## src/rtl/serial_byte_rx_pkg.sv

```systemverilog
// Package: shared defaults and the byte-kind encoding for the serial byte receiver.
// Assumes: consumers use these values as parameter defaults.
package serial_byte_rx_pkg;
    parameter int unsigned DEF_BYTE_W      = 8;
    parameter int unsigned DEF_SYNC_STAGES = 2;

    // Kind of a received byte, taken from the select line on the last bit.
    typedef enum logic {
        KIND_CMD  = 1'b0,
        KIND_DATA = 1'b1
    } rx_kind_e;
endpackage

```

## src/rtl/serial_byte_rx_sync.sv

```systemverilog
// Multi-bit flop-chain synchronizer for asynchronous serial lines.
// Assumes: each bit is an independent level that is stable for several clk
// cycles around any edge that matters. STAGES must be at least 2.
module serial_byte_rx_sync #(
    parameter int unsigned        WIDTH     = 4,
    parameter int unsigned        STAGES    = 2,
    parameter logic [WIDTH-1:0]   RESET_VAL = '0
) (
    input  logic             clk,
    input  logic             rst_n,
    input  logic [WIDTH-1:0] async_in,
    output logic [WIDTH-1:0] sync_out
);
    logic [WIDTH-1:0] chain [STAGES];

    generate
        for (genvar g = 0; g < STAGES; g++) begin : g_stage
            if (g == 0) begin : g_first
                // First stage: capture the raw asynchronous lines.
                always_ff @(posedge clk) begin
                    if (!rst_n) chain[g] <= RESET_VAL;
                    else        chain[g] <= async_in;
                end
            end else begin : g_next
                // Later stages: let metastability resolve.
                always_ff @(posedge clk) begin
                    if (!rst_n) chain[g] <= RESET_VAL;
                    else        chain[g] <= chain[g-1];
                end
            end
        end
    endgenerate

    assign sync_out = chain[STAGES-1];
endmodule

```

## src/rtl/serial_byte_rx_edge.sv

```systemverilog
// Finds rising edges of the synchronized serial clock and gates them with the
// synchronized frame enable.
// Assumes: the inputs are already synchronized to clk.
module serial_byte_rx_edge (
    input  logic clk,
    input  logic rst_n,
    input  logic sclk_s,
    input  logic en_n_s,
    output logic bit_tick,
    output logic idle
);
    logic sclk_prev;

    // Keep the previous serial-clock sample for edge comparison.
    always_ff @(posedge clk) begin
        if (!rst_n) sclk_prev <= 1'b0;
        else        sclk_prev <= sclk_s;
    end

    logic sclk_rise;
    assign sclk_rise = sclk_s & ~sclk_prev;
    assign idle      = en_n_s;
    assign bit_tick  = sclk_rise & ~en_n_s;

    AST_RISE_ISOLATED: assert property (@(posedge clk) disable iff (!rst_n)
        sclk_rise |=> !sclk_rise);
endmodule

```

## src/rtl/serial_byte_rx_shift.sv

```systemverilog
// Bit counter and shift register. It assembles a byte MSB first and raises a
// one-cycle strobe with the byte and its kind on the last bit.
// Assumes: bit_tick is at most one cycle wide per serial bit, and W >= 3.
module serial_byte_rx_shift
    import serial_byte_rx_pkg::*;
#(
    parameter int unsigned W = DEF_BYTE_W
) (
    input  logic         clk,
    input  logic         rst_n,
    input  logic         bit_tick,
    input  logic         idle,
    input  logic         bit_in,
    input  logic         dc_in,
    output logic         valid,
    output logic [W-1:0] payload,
    output rx_kind_e     kind
);
    localparam int unsigned CW = (W > 1) ? $clog2(W) : 1;
    localparam logic [CW-1:0] LAST = CW'(W - 1);

    logic [CW-1:0] cnt;
    logic [W-2:0]  shreg;

    // Count bits, shift data in, and publish the byte on the last bit.
    always_ff @(posedge clk) begin
        if (!rst_n) begin
            cnt     <= '0;
            shreg   <= '0;
            valid   <= 1'b0;
            payload <= '0;
            kind    <= KIND_CMD;
        end else begin
            valid <= 1'b0;
            if (idle) begin
                cnt <= '0;
            end else if (bit_tick) begin
                shreg <= {shreg[W-3:0], bit_in};
                if (cnt == LAST) begin
                    cnt     <= '0;
                    valid   <= 1'b1;
                    payload <= {shreg, bit_in};
                    kind    <= dc_in ? KIND_DATA : KIND_CMD;
                end else begin
                    cnt <= cnt + 1'b1;
                end
            end
        end
    end

    AST_STROBE_SINGLE: assert property (@(posedge clk) disable iff (!rst_n)
        valid |=> !valid);
    AST_STROBE_AFTER_BIT: assert property (@(posedge clk) disable iff (!rst_n)
        valid |-> $past(bit_tick));
    AST_IDLE_CLEARS: assert property (@(posedge clk) disable iff (!rst_n)
        idle |=> (cnt == '0) && !valid);
    AST_RESET_ABORTS: assert property (@(posedge clk)
        !rst_n |=> (cnt == '0) && !valid);
endmodule

```

## src/rtl/serial_byte_rx.sv

```systemverilog
// Top level of the framed serial byte receiver. It synchronizes the four
// serial lines, detects bit edges, and assembles bytes.
// Assumes: clk is fast enough that every serial-clock phase lasts at least
// SYNC_STAGES+2 clk cycles, and data/select are stable around the rising edge.
module serial_byte_rx
    import serial_byte_rx_pkg::*;
#(
    parameter int unsigned BYTE_W      = DEF_BYTE_W,
    parameter int unsigned SYNC_STAGES = DEF_SYNC_STAGES
) (
    input  logic              clk,
    input  logic              rst_n,
    input  logic              ser_en_n,
    input  logic              ser_clk,
    input  logic              ser_dat,
    input  logic              ser_dc,
    output logic              rx_valid,
    output logic [BYTE_W-1:0] rx_byte,
    output logic              rx_is_data
);
    localparam int unsigned LINES = 4;
    localparam logic [LINES-1:0] LINE_RST = 4'b1000;

    logic [LINES-1:0] lines_s;
    logic             bit_tick;
    logic             idle;
    rx_kind_e         kind;

    serial_byte_rx_sync #(
        .WIDTH     (LINES),
        .STAGES    (SYNC_STAGES),
        .RESET_VAL (LINE_RST)
    ) u_sync (
        .clk      (clk),
        .rst_n    (rst_n),
        .async_in ({ser_en_n, ser_clk, ser_dat, ser_dc}),
        .sync_out (lines_s)
    );

    serial_byte_rx_edge u_edge (
        .clk      (clk),
        .rst_n    (rst_n),
        .sclk_s   (lines_s[2]),
        .en_n_s   (lines_s[3]),
        .bit_tick (bit_tick),
        .idle     (idle)
    );

    serial_byte_rx_shift #(
        .W (BYTE_W)
    ) u_shift (
        .clk      (clk),
        .rst_n    (rst_n),
        .bit_tick (bit_tick),
        .idle     (idle),
        .bit_in   (lines_s[1]),
        .dc_in    (lines_s[0]),
        .valid    (rx_valid),
        .payload  (rx_byte),
        .kind     (kind)
    );

    assign rx_is_data = (kind == KIND_DATA);

    AST_BYTE_HELD: assert property (@(posedge clk) disable iff (!rst_n)
        !rx_valid |-> $stable(rx_byte) && $stable(rx_is_data));
endmodule

```

## config.mk

```make
export PLATFORM = sky130hd
export DESIGN_NAME = serial_byte_rx
export DESIGN_NICKNAME = d
export VERILOG_FILES = /design/src/rtl/serial_byte_rx_pkg.sv /design/src/rtl/serial_byte_rx_sync.sv /design/src/rtl/serial_byte_rx_edge.sv /design/src/rtl/serial_byte_rx_shift.sv /design/src/rtl/serial_byte_rx.sv
export SDC_FILE = /design/constraint.sdc
export NUM_CORES = 1
export LEC_CHECK = 0
export BUFFER_PORTS_ARGS = -buffer_cell sky130_fd_sc_hd__buf_2
export CAP_MARGIN = 20
export CORE_MARGIN = 2
export CORE_UTILIZATION = 57
export CTS_CLUSTER_SIZE = 25
export DETAILED_ROUTE_END_ITERATION = 12
export PLACE_DENSITY = 0.81
export SLEW_MARGIN = 20
export SYNTH_ARGS = -nofsm -noshare
export SYNTH_HDL_FRONTEND = slang
export SYNTH_HIERARCHICAL = 1
export SYNTH_SLANG_ARGS = --single-unit
```

## constraint.sdc

```tcl
create_clock -name clk -period 3.9 [get_ports clk]
set_clock_uncertainty 0.05 [all_clocks]
set_input_delay 0.78 -clock clk [delete_from_list [all_inputs] [get_ports clk]]
set_output_delay 0.78 -clock clk [all_outputs]
set_load 0.005 [all_outputs]
```

After elaboration in Yosys (flattened, before gate mapping):

Memory sizes are Yosys's and may differ from the RTL's.
Index checks and enable logic that the tools add are counted.

* word-level logic and storage cells: 28
* memory bits (writable): 8
* output and inout port bits: 10
* memories: 1
* register bits after elaboration: 21

* reduce and logical (&&, ||, !) cells: 4
* bitwise gates (word level): 8
* add/subtract/negate cells: 1
* mux-type cells: 7
* equal/unequal tests: 1

Memories
* u_sync.chain: words 2, width 4, rd ports 2, clocked after memory_dff 0, write ports 2, RTL line serial_byte_rx_sync.sv:14 `logic [WIDTH-1:0] chain [STAGES];`

Operators by type and width (count)
* $mux W4: 2
* $mux W1: 4
* $not A1 Y1: 4
* $add A3 B1 Y3 const B: 1
* $eq A3 B3 Y1 const B: 1
* $mux W3: 1
* $reduce_and A3 Y1: 1
* $reduce_or A3 Y1: 1
* $and A1 B1 Y1: 2
* $or A1 B1 Y1: 2
* $reduce_and A2 Y1: 1
* $reduce_or A2 Y1: 1

Longest topological paths before layout:

Gate-level depths: netlist (run 1).

* word-level depth: 5
* mapped depth: 6
* gate-level depth less buffers: 5

By module:

Netlist (run 1), hierarchy kept.

By module, submodules not included
* serial_byte_rx_shift: seq. area each 400.4 sq um, cells each 90, times used 1, area an instance 788.3 sq um
* serial_byte_rx_sync: seq. area each 160.2 sq um, cells each 16, times used 1, area an instance 210.2 sq um
* serial_byte_rx_edge: seq. area each 20.0 sq um, cells each 4, times used 1, area an instance 46.3 sq um

Least setup slack after synthesis (run 1):

OpenSTA, ideal clock, no wires.

* path kind: input-to-reg
* from: input rst_n
* to: register u_shift.valid
* path slack: 2.536 ns
* arrival time: 1.201 ns
* stages: 3
* data required time: 3.737 ns
* cell sequence: buf_2 -> buf_2 -> and2_4

* cells in the longest elaborated chain, start to end: 2

RTL lines
* start: declaration: RTL line serial_byte_rx.sv:12 `input logic rst_n,`
* $not A1 Y1 (no source line)
* $reduce_or A3 Y1 (no source line)
* end signal: assignment: RTL line serial_byte_rx_shift.sv:30 `valid <= 1'b0;`
* end signal: assignment: RTL line serial_byte_rx_shift.sv:34 `valid <= 1'b0;`
* end signal: assignment: RTL line serial_byte_rx_shift.sv:41 `valid <= 1'b1;`
* end: declaration: RTL line serial_byte_rx_shift.sv:15 `output logic valid,`

Every way passes these cells.
A chain may end at the register's enable or synchronous reset.

Final worst setup path (run 1):

* from: register u_shift.payload[2]
* to: output rx_byte[2]

RTL lines
* start: declaration: RTL line serial_byte_rx_shift.sv:16 `output logic [W-1:0] payload,`
* start signal: assignment: RTL line serial_byte_rx_shift.sv:42 `payload <= {shreg, bit_in};`
* end: declaration: RTL line serial_byte_rx.sv:18 `output logic [BYTE_W-1:0] rx_byte,`

No word-level cell between the ends.

==> metrics.json, run 1 <==
{
  "status": {
    "run_status": "finished, final reports clean"
  },
  "sta": {
    "timing_max_transition_violations_final": 0,
    "totalNegativeSetupSlack_ns": 0,
    "timing.slew.headroom_pct": 65.9,
    "clock.fmax_mhz": 627,
    "hold_viol": 0,
    "setup_viol": 0,
    "final.hold.worst_slack_ns": 0.366,
    "final_min_period_over_clock_period_pct": 40.9,
    "worst_slew_pin_slew_ns": 0.512,
    "finalCriticalPeriod_ns": 1.59,
    "rsz_0062_raised_after_global_routing": "no"
  },
  "clock_network": {
    "number_of_buffers_created_by_cts": 5,
    "ctsHtreeMaxLevel": 2,
    "cts.reportedPaths.clkPinSlew_ns": 0.08,
    "clock_insertion_delay_worst_skew_ns": 0.32,
    "postCtsResizedCells": 0,
    "post_cts_hold_buffer_count": 0,
    "clockRootBuffer": "sky130_fd_sc_hd__clkbuf_4",
    "cts_tree": "built",
    "cts_setup_buffers": 0,
    "clock_sink_total": 29,
    "clock_path_buffers": 2
  },
  "synth": {
    "synth_most_common_cell": "sky130_fd_sc_hd__dfxtp_1",
    "seq_area_frac_synth_pct": 55.6,
    "synth_area_per_cell_um2": 9.50,
    "ys_warn_count": 6,
    "synth.top_cells.by_area": "sky130_fd_sc_hd__dfxtp_1 56%, sky130_fd_sc_hd__nand3_1 8.6%, sky130_fd_sc_hd__nand2_1 8.6%, sky130_fd_sc_hd__a21boi_1 5.0%, sky130_fd_sc_hd__and2_1 4.2%",
    "synth_largest_type_area_fraction_pct": 55.6,
    "post_synth_inst_count": 110,
    "synth.distinct_cells": 20,
    "primary_ff_master_synth": "sky130_fd_sc_hd__dfxtp_1",
    "post_synth_instance_area_um2": 1040,
    "flops_latches_synth": 29,
    "synth_edf_count": 0,
    "synth.top_cells.by_count": "29 x sky130_fd_sc_hd__dfxtp_1, 24 x sky130_fd_sc_hd__nand2_1, 18 x sky130_fd_sc_hd__nand3_1",
    "synth_area_leader_cell": "sky130_fd_sc_hd__dfxtp_1",
    "synthesis.nets": 118,
    "synth-async-reset-ratio_pct": 0
  },
  "routing": {
    "drtAntennaViolNets": 0,
    "post_drt_wl_per_cell_um": 10.2,
    "drt_first_pass_iters": 4,
    "post-route-drc-count": 0,
    "detailedRoute.firstIterationViolations": 7,
    "num_vias": 739,
    "totalWireLength_mm": 1.55,
    "vias_per_cell": 4.86
  },
  "floorplan": {
    "design.die.area_um2": 2190,
    "design.core.area_um2": 1730,
    "pin_count": 16,
    "die_w_um": 46.8,
    "die-height_um": 46.8,
    "initial_core_util_pct": 60.5,
    "row_count": 15
  },
  "critical_path": {
    "worst-r2r-cell-count": 4,
    "cp_cell_sequence": "buf_2",
    "critPathTopFamily": "flip-flops",
    "crit_path_end_kind": "output port",
    "worst_path_max_delay_cell": "sky130_fd_sc_hd__dfxtp_1",
    "cp.depth": 1,
    "timing.rr.start": "u_sync/chain[1][3]$_SDFF_PN1_",
    "critPathMaxStageDelay_ns": 0.34,
    "crit_end": "rx_byte[2]",
    "critical_path_arrival_ns": 0.76,
    "critPathMaxFanout": 2,
    "type_of_the_setup_path_with_the_least_slack": "reg2out",
    "crit_path_start_kind": "register",
    "required_ns": 3.07,
    "critical_path.startpoint": "u_shift/payload[2]$_SDFFE_PN0P_",
    "reg2reg_to": "u_shift/kind$_SDFFE_PN0P_",
    "rrSetupSlack_ns": 2.38,
    "combined_buffer_and_inverter_count_along_the_critical_path": 1
  },
  "global_route": {
    "total_gr_overflow": 0,
    "grt_pass1_vias": 640,
    "grt_pass1_wl_mm": 2.49,
    "grt_use_total_pct": 17.2,
    "grt_max_degree": 37,
    "antenna_found_initial": 0
  },
  "power": {
    "max-vdd-ir-drop_v": 0.000232,
    "power.density_cell_area_nw_per_um2": 412,
    "power.combinational.fraction_pct": 2.5,
    "cell_internal_pwr_uw": 377,
    "clockPowerShare_pct": 34.2,
    "pwr-share-seq_pct": 63.3,
    "netsw_uw": 98.5,
    "net_sw_share_pct": 20.7,
    "static-leakage-power_nw": 0.509
  },
  "flow_run": {
    "timing.max_cap.violations": 0
  },
  "placed_design": {
    "detailed_place_hpwl_mm": 1.06,
    "dpl_cell_area_um2": 1110,
    "place.port_buffers": 15,
    "gpl.final_weighted_congestion": 0.725
  },
  "finish": {
    "post_route_cells_drive_above_1_share_pct": 18.1,
    "final_nets": 134,
    "fillCellCount": 153,
    "diodes": 0,
    "postLayoutCoreUtil_pct": 66.9,
    "area_growth_pct": 10.5,
    "stdcell_area_um2": 1150
  },
  "worst_hold_path": {
    "worst_hold_path_type": "reg2reg",
    "worst_hold_startpoint": "u_sync/chain[0][3]$_SDFF_PN1_"
  }
}
-- power groups by stage --
stage	sequential (mW)	clock [mW]	combinational, mW
2_1_floorplan	0.308	0	0.00957
3_3_place_gp	0.308	0	0.0115
3_5_place_dp	0.308	0	0.0120
4_1_cts	0.301	0.170	0.0120
5_1_grt	0.302	0.180	0.0131
6_report	0.301	0.163	0.0118
-- sequential cells by signal, indices dropped and copies added, names as in the netlist --
signal	flops
u_sync/chain	8
u_shift/valid	1
u_shift/payload	8
u_shift/cnt	3
u_shift/kind	1
u_shift/shreg	7
u_edge/sclk_prev	1
-- cells in the final DEF (no fill, tap or decap), drive strengths merged --
cell,count
clkbuf,8
dfxtp,29
a21boi,7
nand2b,4
nand3b,2
buf,15
nand2,24
nor2,2
inv,1
and2b,1
nor3b,2
and3b,1
and2,8
ha,2
mux2i,1
a21oi,2
nand3,18
-- cell families after synthesis --
kind of cell / synth area share (%)
compound gates: 5.99
simple gates: 30.4
buf+inv: 4.67
mux: 0.958
flops: 55.6
fa+ha+maj: 2.39
-- worst min-delay path by stage --
stage / to / depth (start not counted)
after global placement: u_sync/chain[1][3]$_SDFF_PN1_ / 1
after floorplan: u_sync/chain[1][3]$_SDFF_PN1_ / 1
final: u_sync/chain[1][3]$_SDFF_PN1_ / 1
after detailed placement: u_sync/chain[1][3]$_SDFF_PN1_ / 1
after global routing: u_sync/chain[1][3]$_SDFF_PN1_ / 1
after CTS: u_sync/chain[1][3]$_SDFF_PN1_ / 1
-- layout make-up --
cell class | count | area, um^2 | share of cell area [%]
timing repair buffer | 15 | 75.1 | 6.50
inverter | 1 | 3.75 | 0.325
tap | 25 | 31.3 | 2.71
clock buffer | 8 | 48.8 | 4.23
sequential | 29 | 581 | 50.3
multi-input combinational | 74 | 415 | 36.0
-- stage by stage --
step / cells / worst slack, ns / power, mW
floorplan: 110 / 2.54 / 0.317
global placement: 144 / 2.30 / 0.320
detailed placement: 144 / 2.26 / 0.320
CTS: 152 / 2.29 / 0.484
global route: 152 / 2.22 / 0.494
finish: 152 / 2.31 / 0.476
-- metal layers --
layer | vias up | GRT usage, % | part of all wire [%]
met4 | 0 | 13.3 | 3.7
met5 | - | 0 | 0
li1 | 396 | - | -
met1 | 315 | 20.3 | 48
met2 | 20 | 25.5 | 43
met3 | 8 | 5.77 | 5.6
(Power assumes the default switching activity.)
==> run 2: changes to the inputs <==
--- a/config.mk
+++ b/config.mk
@@ -8,10 +8,10 @@
 export BUFFER_PORTS_ARGS = -buffer_cell sky130_fd_sc_hd__buf_2
 export CAP_MARGIN = 20
 export CORE_MARGIN = 2
-export CORE_UTILIZATION = 57
+export CORE_UTILIZATION = 53
 export CTS_CLUSTER_SIZE = 25
 export DETAILED_ROUTE_END_ITERATION = 12
-export PLACE_DENSITY = 0.81
+export PLACE_DENSITY = 0.76
 export SLEW_MARGIN = 20
 export SYNTH_ARGS = -nofsm -noshare
 export SYNTH_HDL_FRONTEND = slang
==> constraint.sdc (replaced) <==
create_clock -name clk -period 1.7 [get_ports clk]
set_clock_uncertainty 0.05 [all_clocks]
set_input_delay 0.34 -clock clk [delete_from_list [all_inputs] [get_ports clk]]
set_output_delay 0.34 -clock clk [all_outputs]
set_load 0.005 [all_outputs]
==> metrics.json, run 2 (synthesized netlist as in run 1, its figures left out) <==
{
  "critical_path": {
    "worst-r2r-cell-count": 5,
    "critical_path_arrival_ns": 1.67,
    "critPathMaxStageDelay_ns": 0.37,
    "crit_path_start_kind": "register",
    "required_ns": 1.87,
    "critPathMaxFanout": 9,
    "timing.rr.start": "u_shift/cnt[0]$_SDFFE_PP0P_",
    "cp_cell_sequence": "ha_1 > ha_1 > nand3b_1 > nand3_1 > nand2_1",
    "rrSetupSlack_ns": 0.19,
    "crit_path_end_kind": "register",
    "reg2reg_to": "u_shift/payload[1]$_SDFFE_PN0P_",
    "type_of_the_setup_path_with_the_least_slack": "reg2reg",
    "worst_path_max_delay_cell": "sky130_fd_sc_hd__dfxtp_1",
    "timing.critical_path.mode_cell": "sky130_fd_sc_hd__ha_1"
  },
  "sta": {
    "rsz_0062_raised_after_global_routing": "no",
    "totalNegativeSetupSlack_ns": 0,
    "hold_viol": 0,
    "worst_slew_pin_slew_ns": 0.373,
    "final.hold.worst_slack_ns": 0.141,
    "finalCriticalPeriod_ns": 1.51,
    "setup_viol": 0,
    "clock.fmax_mhz": 664,
    "timing_max_transition_violations_final": 0,
    "timing.slew.headroom_pct": 75.0,
    "final_min_period_over_clock_period_pct": 88.6
  },
  "status": {
    "run_status": "finished, final reports clean"
  },
  "clock_network": {
    "cts.reportedPaths.clkPinSlew_ns": 0.09,
    "post_cts_hold_buffer_count": 0,
    "cts_tree": "built",
    "cts_setup_buffers": 0,
    "postCtsResizedCells": 0,
    "ctsHtreeMaxLevel": 2,
    "clock_sink_total": 29,
    "clock_path_buffers": 2,
    "number_of_buffers_created_by_cts": 5,
    "clock_insertion_delay_worst_skew_ns": 0.32,
    "clockRootBuffer": "sky130_fd_sc_hd__clkbuf_4"
  },
  "routing": {
    "routed.top_layer": "met4",
    "met3RoutedLength_um": 102,
    "m1WireLength_um": 737,
    "detailedRoute.firstIterationViolations": 10,
    "routed-wl-met2_um": 778,
    "totalWireLength_mm": 1.67,
    "num_vias": 779,
    "vias_per_cell": 4.99,
    "drt_first_pass_iters": 4,
    "post-route-drc-count": 0,
    "drtAntennaViolNets": 0,
    "post_drt_wl_per_cell_um": 10.7
  },
  "finish": {
    "post_route_cells_drive_above_1_share_pct": 21.7,
    "layout.cells.most_common": "sky130_fd_sc_hd__dfxtp_1",
    "top_regs": "u_shift/payload: 8 flops, u_sync/chain: 8 flops, u_shift/shreg: 7 flops",
    "fin_cells": 156,
    "final_nets": 136,
    "diodes": 0,
    "most-common-layout-cells": "29 x sky130_fd_sc_hd__dfxtp_1, 24 x sky130_fd_sc_hd__nand2_1, 18 x sky130_fd_sc_hd__nand3_1, 15 x sky130_fd_sc_hd__buf_2",
    "area_growth_pct": 15.4
  },
  "floorplan": {
    "design.die.area_um2": 2340,
    "die_w_um": 48.4,
    "row_count": 16,
    "design.core.area_um2": 1900,
    "die-height_um": 48.4,
    "pin_count": 16,
    "initial_core_util_pct": 54.9
  },
  "worst_hold_path": {
    "worst_hold_startpoint": "ser_en_n",
    "worst_hold_path_type": "in2reg",
    "whs_endpoint": "u_sync/chain[0][3]$_SDFF_PN1_",
    "hold-path-cell-count": 2
  },
  "placed_design": {
    "place.port_buffers": 15,
    "placed_insts": 148,
    "gpl.final_weighted_congestion": 0.754,
    "detailed_place_hpwl_mm": 1.14
  },
  "global_route": {
    "grt_pass1_wl_mm": 2.71,
    "total_gr_overflow": 0,
    "grt_pass1_vias": 676,
    "antenna_found_initial": 0,
    "grt_use_total_pct": 16.3,
    "grt_max_degree": 25
  },
  "power": {
    "final_total_pwr_mw": 1.19,
    "power.density_cell_area_nw_per_um2": 988,
    "static-leakage-power_nw": 0.539,
    "max-vdd-ir-drop_v": 0.000755
  },
  "flow_run": {
    "timing.max_cap.violations": 0
  }
}
==> run 2: through the flow <==
| step | utilization [%] | setup slack [ns] | instance area (um^2) |
|---|---|---|---|
| CTS | 63.4 | 0.207 | 1210 |
| finish | 63.4 | 0.194 | 1210 |
| detailed placement | 59.7 | 0.216 | 1140 |
| floorplan | - | 0.414 | 1040 |
| global placement | 59.7 | 0.337 | 1140 |
| global route | 63.4 | 0.0787 | 1210 |
==> run 2: how the worst max path moves through the flow <==
stage	start	endpoint	slack, ns	depth (start not counted)
2_1_floorplan	u_shift/cnt[0]$_SDFFE_PP0P_	u_shift/valid$_SDFF_PP0_	0.41	5
3_3_place_gp	u_shift/cnt[0]$_SDFFE_PP0P_	u_shift/payload[0]$_SDFFE_PN0P_	0.34	5
3_5_place_dp	u_shift/cnt[0]$_SDFFE_PP0P_	u_shift/payload[1]$_SDFFE_PN0P_	0.22	5
4_1_cts	u_shift/cnt[0]$_SDFFE_PP0P_	u_shift/payload[1]$_SDFFE_PN0P_	0.21	5
5_1_grt	u_shift/cnt[0]$_SDFFE_PP0P_	u_shift/payload[6]$_SDFFE_PN0P_	0.08	5
6_report	u_shift/cnt[0]$_SDFFE_PP0P_	u_shift/payload[1]$_SDFFE_PN0P_	0.19	5
==> run 2: metal layers <==
| layer | vias to the layer above | global-route usage, % |
|---|---|---|
| li1 | 398 | - |
| met1 | 358 | 16.2 |
| met2 | 19 | 25.5 |
| met3 | 4 | 9.26 |
| met4 | 0 | 11.4 |
| met5 | - | 0 |
==> run 2: where the power goes <==
group | leakage, nW | internal, mW | total (mW) | switching [mW]
clock network | 0.0413 | 0.239 | 0.467 | 0.227
registers | 0.235 | 0.688 | 0.692 | 0.00344
logic | 0.262 | 0.0177 | 0.0330 | 0.0153
total | 0.539 | 0.945 | 1.19 | 0.246
==> run 2: layout make-up <==
type	instances	area, um^2
clock buffer	7	65.1
fill	162	696
sequential	29	581
tap	27	33.8
clock inverter	1	5.00
multi-input combinational	74	415
inverter	1	3.75
timing repair buffer	17	103
==> run 2: critical path, delay by kind of cell (launching register included) <==
kind | cells | cell delay, ns
adder cells (fa/ha/maj) | 2 | 0.39
AND/OR/NAND/NOR | 3 | 0.60
flip-flops | 1 | 0.37
==> run 3: changes to the inputs <==
--- a/config.mk
+++ b/config.mk
@@ -5,7 +5,7 @@
 export SDC_FILE = /design/constraint.sdc
 export NUM_CORES = 1
 export LEC_CHECK = 0
-export BUFFER_PORTS_ARGS = -buffer_cell sky130_fd_sc_hd__buf_2
+export BUFFER_PORTS_ARGS = -buffer_cell sky130_fd_sc_hd__clkbuf_2
 export CAP_MARGIN = 20
 export CORE_MARGIN = 2
 export CORE_UTILIZATION = 53
==> metrics.json, run 3 (synthesized netlist as in run 1, its figures left out) <==
{
  "clock_network": {
    "cts.reportedPaths.clkPinSlew_ns": 0.08,
    "cts_tree": "built",
    "clock_insertion_delay_worst_skew_ns": 0.32,
    "postCtsResizedCells": 0,
    "clock_path_buffers": 2,
    "cts_setup_buffers": 0,
    "clockRootBuffer": "sky130_fd_sc_hd__clkbuf_4",
    "number_of_buffers_created_by_cts": 5,
    "clock_sink_total": 29,
    "post_cts_hold_buffer_count": 0,
    "ctsHtreeMaxLevel": 2
  },
  "routing": {
    "post_drt_wl_per_cell_um": 10.3,
    "totalWireLength_mm": 1.61,
    "drtAntennaViolNets": 0,
    "vias_per_cell": 4.87,
    "drt_first_pass_iters": 4,
    "num_vias": 765,
    "detailedRoute.firstIterationViolations": 7,
    "post-route-drc-count": 0
  },
  "global_route": {
    "grt_pass1_wl_mm": 2.82,
    "grt_use_total_pct": 16.4,
    "total_gr_overflow": 0,
    "grt_max_degree": 26,
    "grt_pass1_vias": 700,
    "antenna_found_initial": 0
  },
  "finish": {
    "top_regs": "u_shift/payload: 8 flops, u_sync/chain: 8 flops, u_shift/shreg: 7 flops",
    "layout.cells.most_common": "sky130_fd_sc_hd__dfxtp_1",
    "most-common-layout-cells": "29 x sky130_fd_sc_hd__dfxtp_1, 24 x sky130_fd_sc_hd__nand2_1, 18 x sky130_fd_sc_hd__nand3_1, 15 x sky130_fd_sc_hd__clkbuf_2",
    "area_growth_pct": 13.2,
    "ff_latch_area_um2": 581,
    "fillCellCount": 169,
    "final_nets": 137,
    "multiInputGateArea_um2": 415,
    "post_route_cells_drive_above_1_share_pct": 21.5,
    "diodes": 0
  },
  "floorplan": {
    "row_count": 16,
    "design.core.area_um2": 1900,
    "design.die.area_um2": 2340,
    "die-height_um": 48.4,
    "die_w_um": 48.4,
    "initial_core_util_pct": 54.9,
    "pin_count": 16
  },
  "critical_path": {
    "crit_path_end_kind": "register",
    "critical_path_arrival_ns": 1.62,
    "critPathMaxFanout": 10,
    "crit_path_start_kind": "register",
    "type_of_the_setup_path_with_the_least_slack": "reg2reg",
    "required_ns": 1.91
  },
  "power": {
    "power.density_cell_area_nw_per_um2": 929,
    "static-leakage-power_nw": 0.521,
    "final_total_pwr_mw": 1.10,
    "max-vdd-ir-drop_v": 0.000704
  },
  "placed_design": {
    "detailed_place_hpwl_mm": 1.14,
    "place.port_buffers": 15,
    "gpl.final_weighted_congestion": 0.743
  },
  "sta": {
    "worst_slew_pin_slew_ns": 0.408,
    "totalNegativeSetupSlack_ns": 0,
    "hold_viol": 0,
    "rsz_0062_raised_after_global_routing": "no",
    "timing_max_transition_violations_final": 0,
    "setup_viol": 0,
    "clock.fmax_mhz": 709,
    "timing.slew.headroom_pct": 72.8,
    "finalCriticalPeriod_ns": 1.41,
    "final_min_period_over_clock_period_pct": 83.0
  },
  "status": {
    "run_status": "finished, final reports clean"
  },
  "flow_run": {
    "timing.max_cap.violations": 0
  },
  "worst_hold_path": {
    "worst_hold_path_type": "in2reg"
  }
}
run 3: cell count changes in the layout (fill, tap and decap cells not counted):
cell	previous run	this run
sky130_fd_sc_hd__buf_12	1	0
sky130_fd_sc_hd__buf_2	15	0
sky130_fd_sc_hd__buf_4	1	3
sky130_fd_sc_hd__clkbuf_1	0	1
sky130_fd_sc_hd__clkbuf_2	0	15
sky130_fd_sc_hd__clkbuf_8	2	0
sky130_fd_sc_hd__clkinv_2	1	2
run 3: path summary, 6_finish.rpt:
check	from	to	slack, ns	depth (start not counted)
min reg2reg	u_sync/chain[0][3]$_SDFF_PN1_	u_sync/chain[1][3]$_SDFF_PN1_	0.37	1
max	u_shift/cnt[0]$_SDFFE_PP0P_	u_shift/payload[0]$_SDFFE_PN0P_	0.29	5
max reg2reg	u_shift/cnt[0]$_SDFFE_PP0P_	u_shift/payload[0]$_SDFFE_PN0P_	0.29	5
min	ser_en_n	u_sync/chain[0][3]$_SDFF_PN1_	0.16	2
run 3: power by group:
group          switching (mW)  internal, mW
clock network           0.218         0.157
logic                  0.0149        0.0160
registers             0.00370         0.688
run 3: routing by layer:
layer	vias to the layer above	track usage [%]	wire length, um
met5	-	0	0
met4	0	11.4	34
met3	4	8.33	99
met2	20	25.7	757
met1	342	16.9	722
li1	399	-	-
run 3: layout make-up:
| type | instances | share of cell area [%] |
|---|---|---|
| clock inverter | 2 | 0.847 |
| inverter | 1 | 0.317 |
| tap | 27 | 2.86 |
| sequential | 29 | 49.1 |
| timing repair buffer | 18 | 8.25 |
| multi-input combinational | 74 | 35.1 |
| clock buffer | 6 | 3.49 |
run 3: per-stage QoR:
step	worst slack [ns]	utilization, %	area, um^2	std cells	hold WS, ns
2_1_floorplan	0.414	-	1040	110	0.336
3_3_place_gp	0.359	59.5	1130	149	0.342
3_5_place_dp	0.280	59.5	1130	149	0.350
4_1_cts	0.269	62.2	1180	157	0.155
5_1_grt	0.106	62.2	1180	157	0.161
6_report	0.289	62.2	1180	157	0.163
run 3: critical path, cell delays in order (launching register included):
cell and delay [ns]:
sky130_fd_sc_hd__dfxtp_1 0.37, sky130_fd_sc_hd__ha_1 0.16, sky130_fd_sc_hd__ha_1 0.19, sky130_fd_sc_hd__and3b_1 0.39, sky130_fd_sc_hd__nand3_1 0.12, sky130_fd_sc_hd__nand2_1 0.08
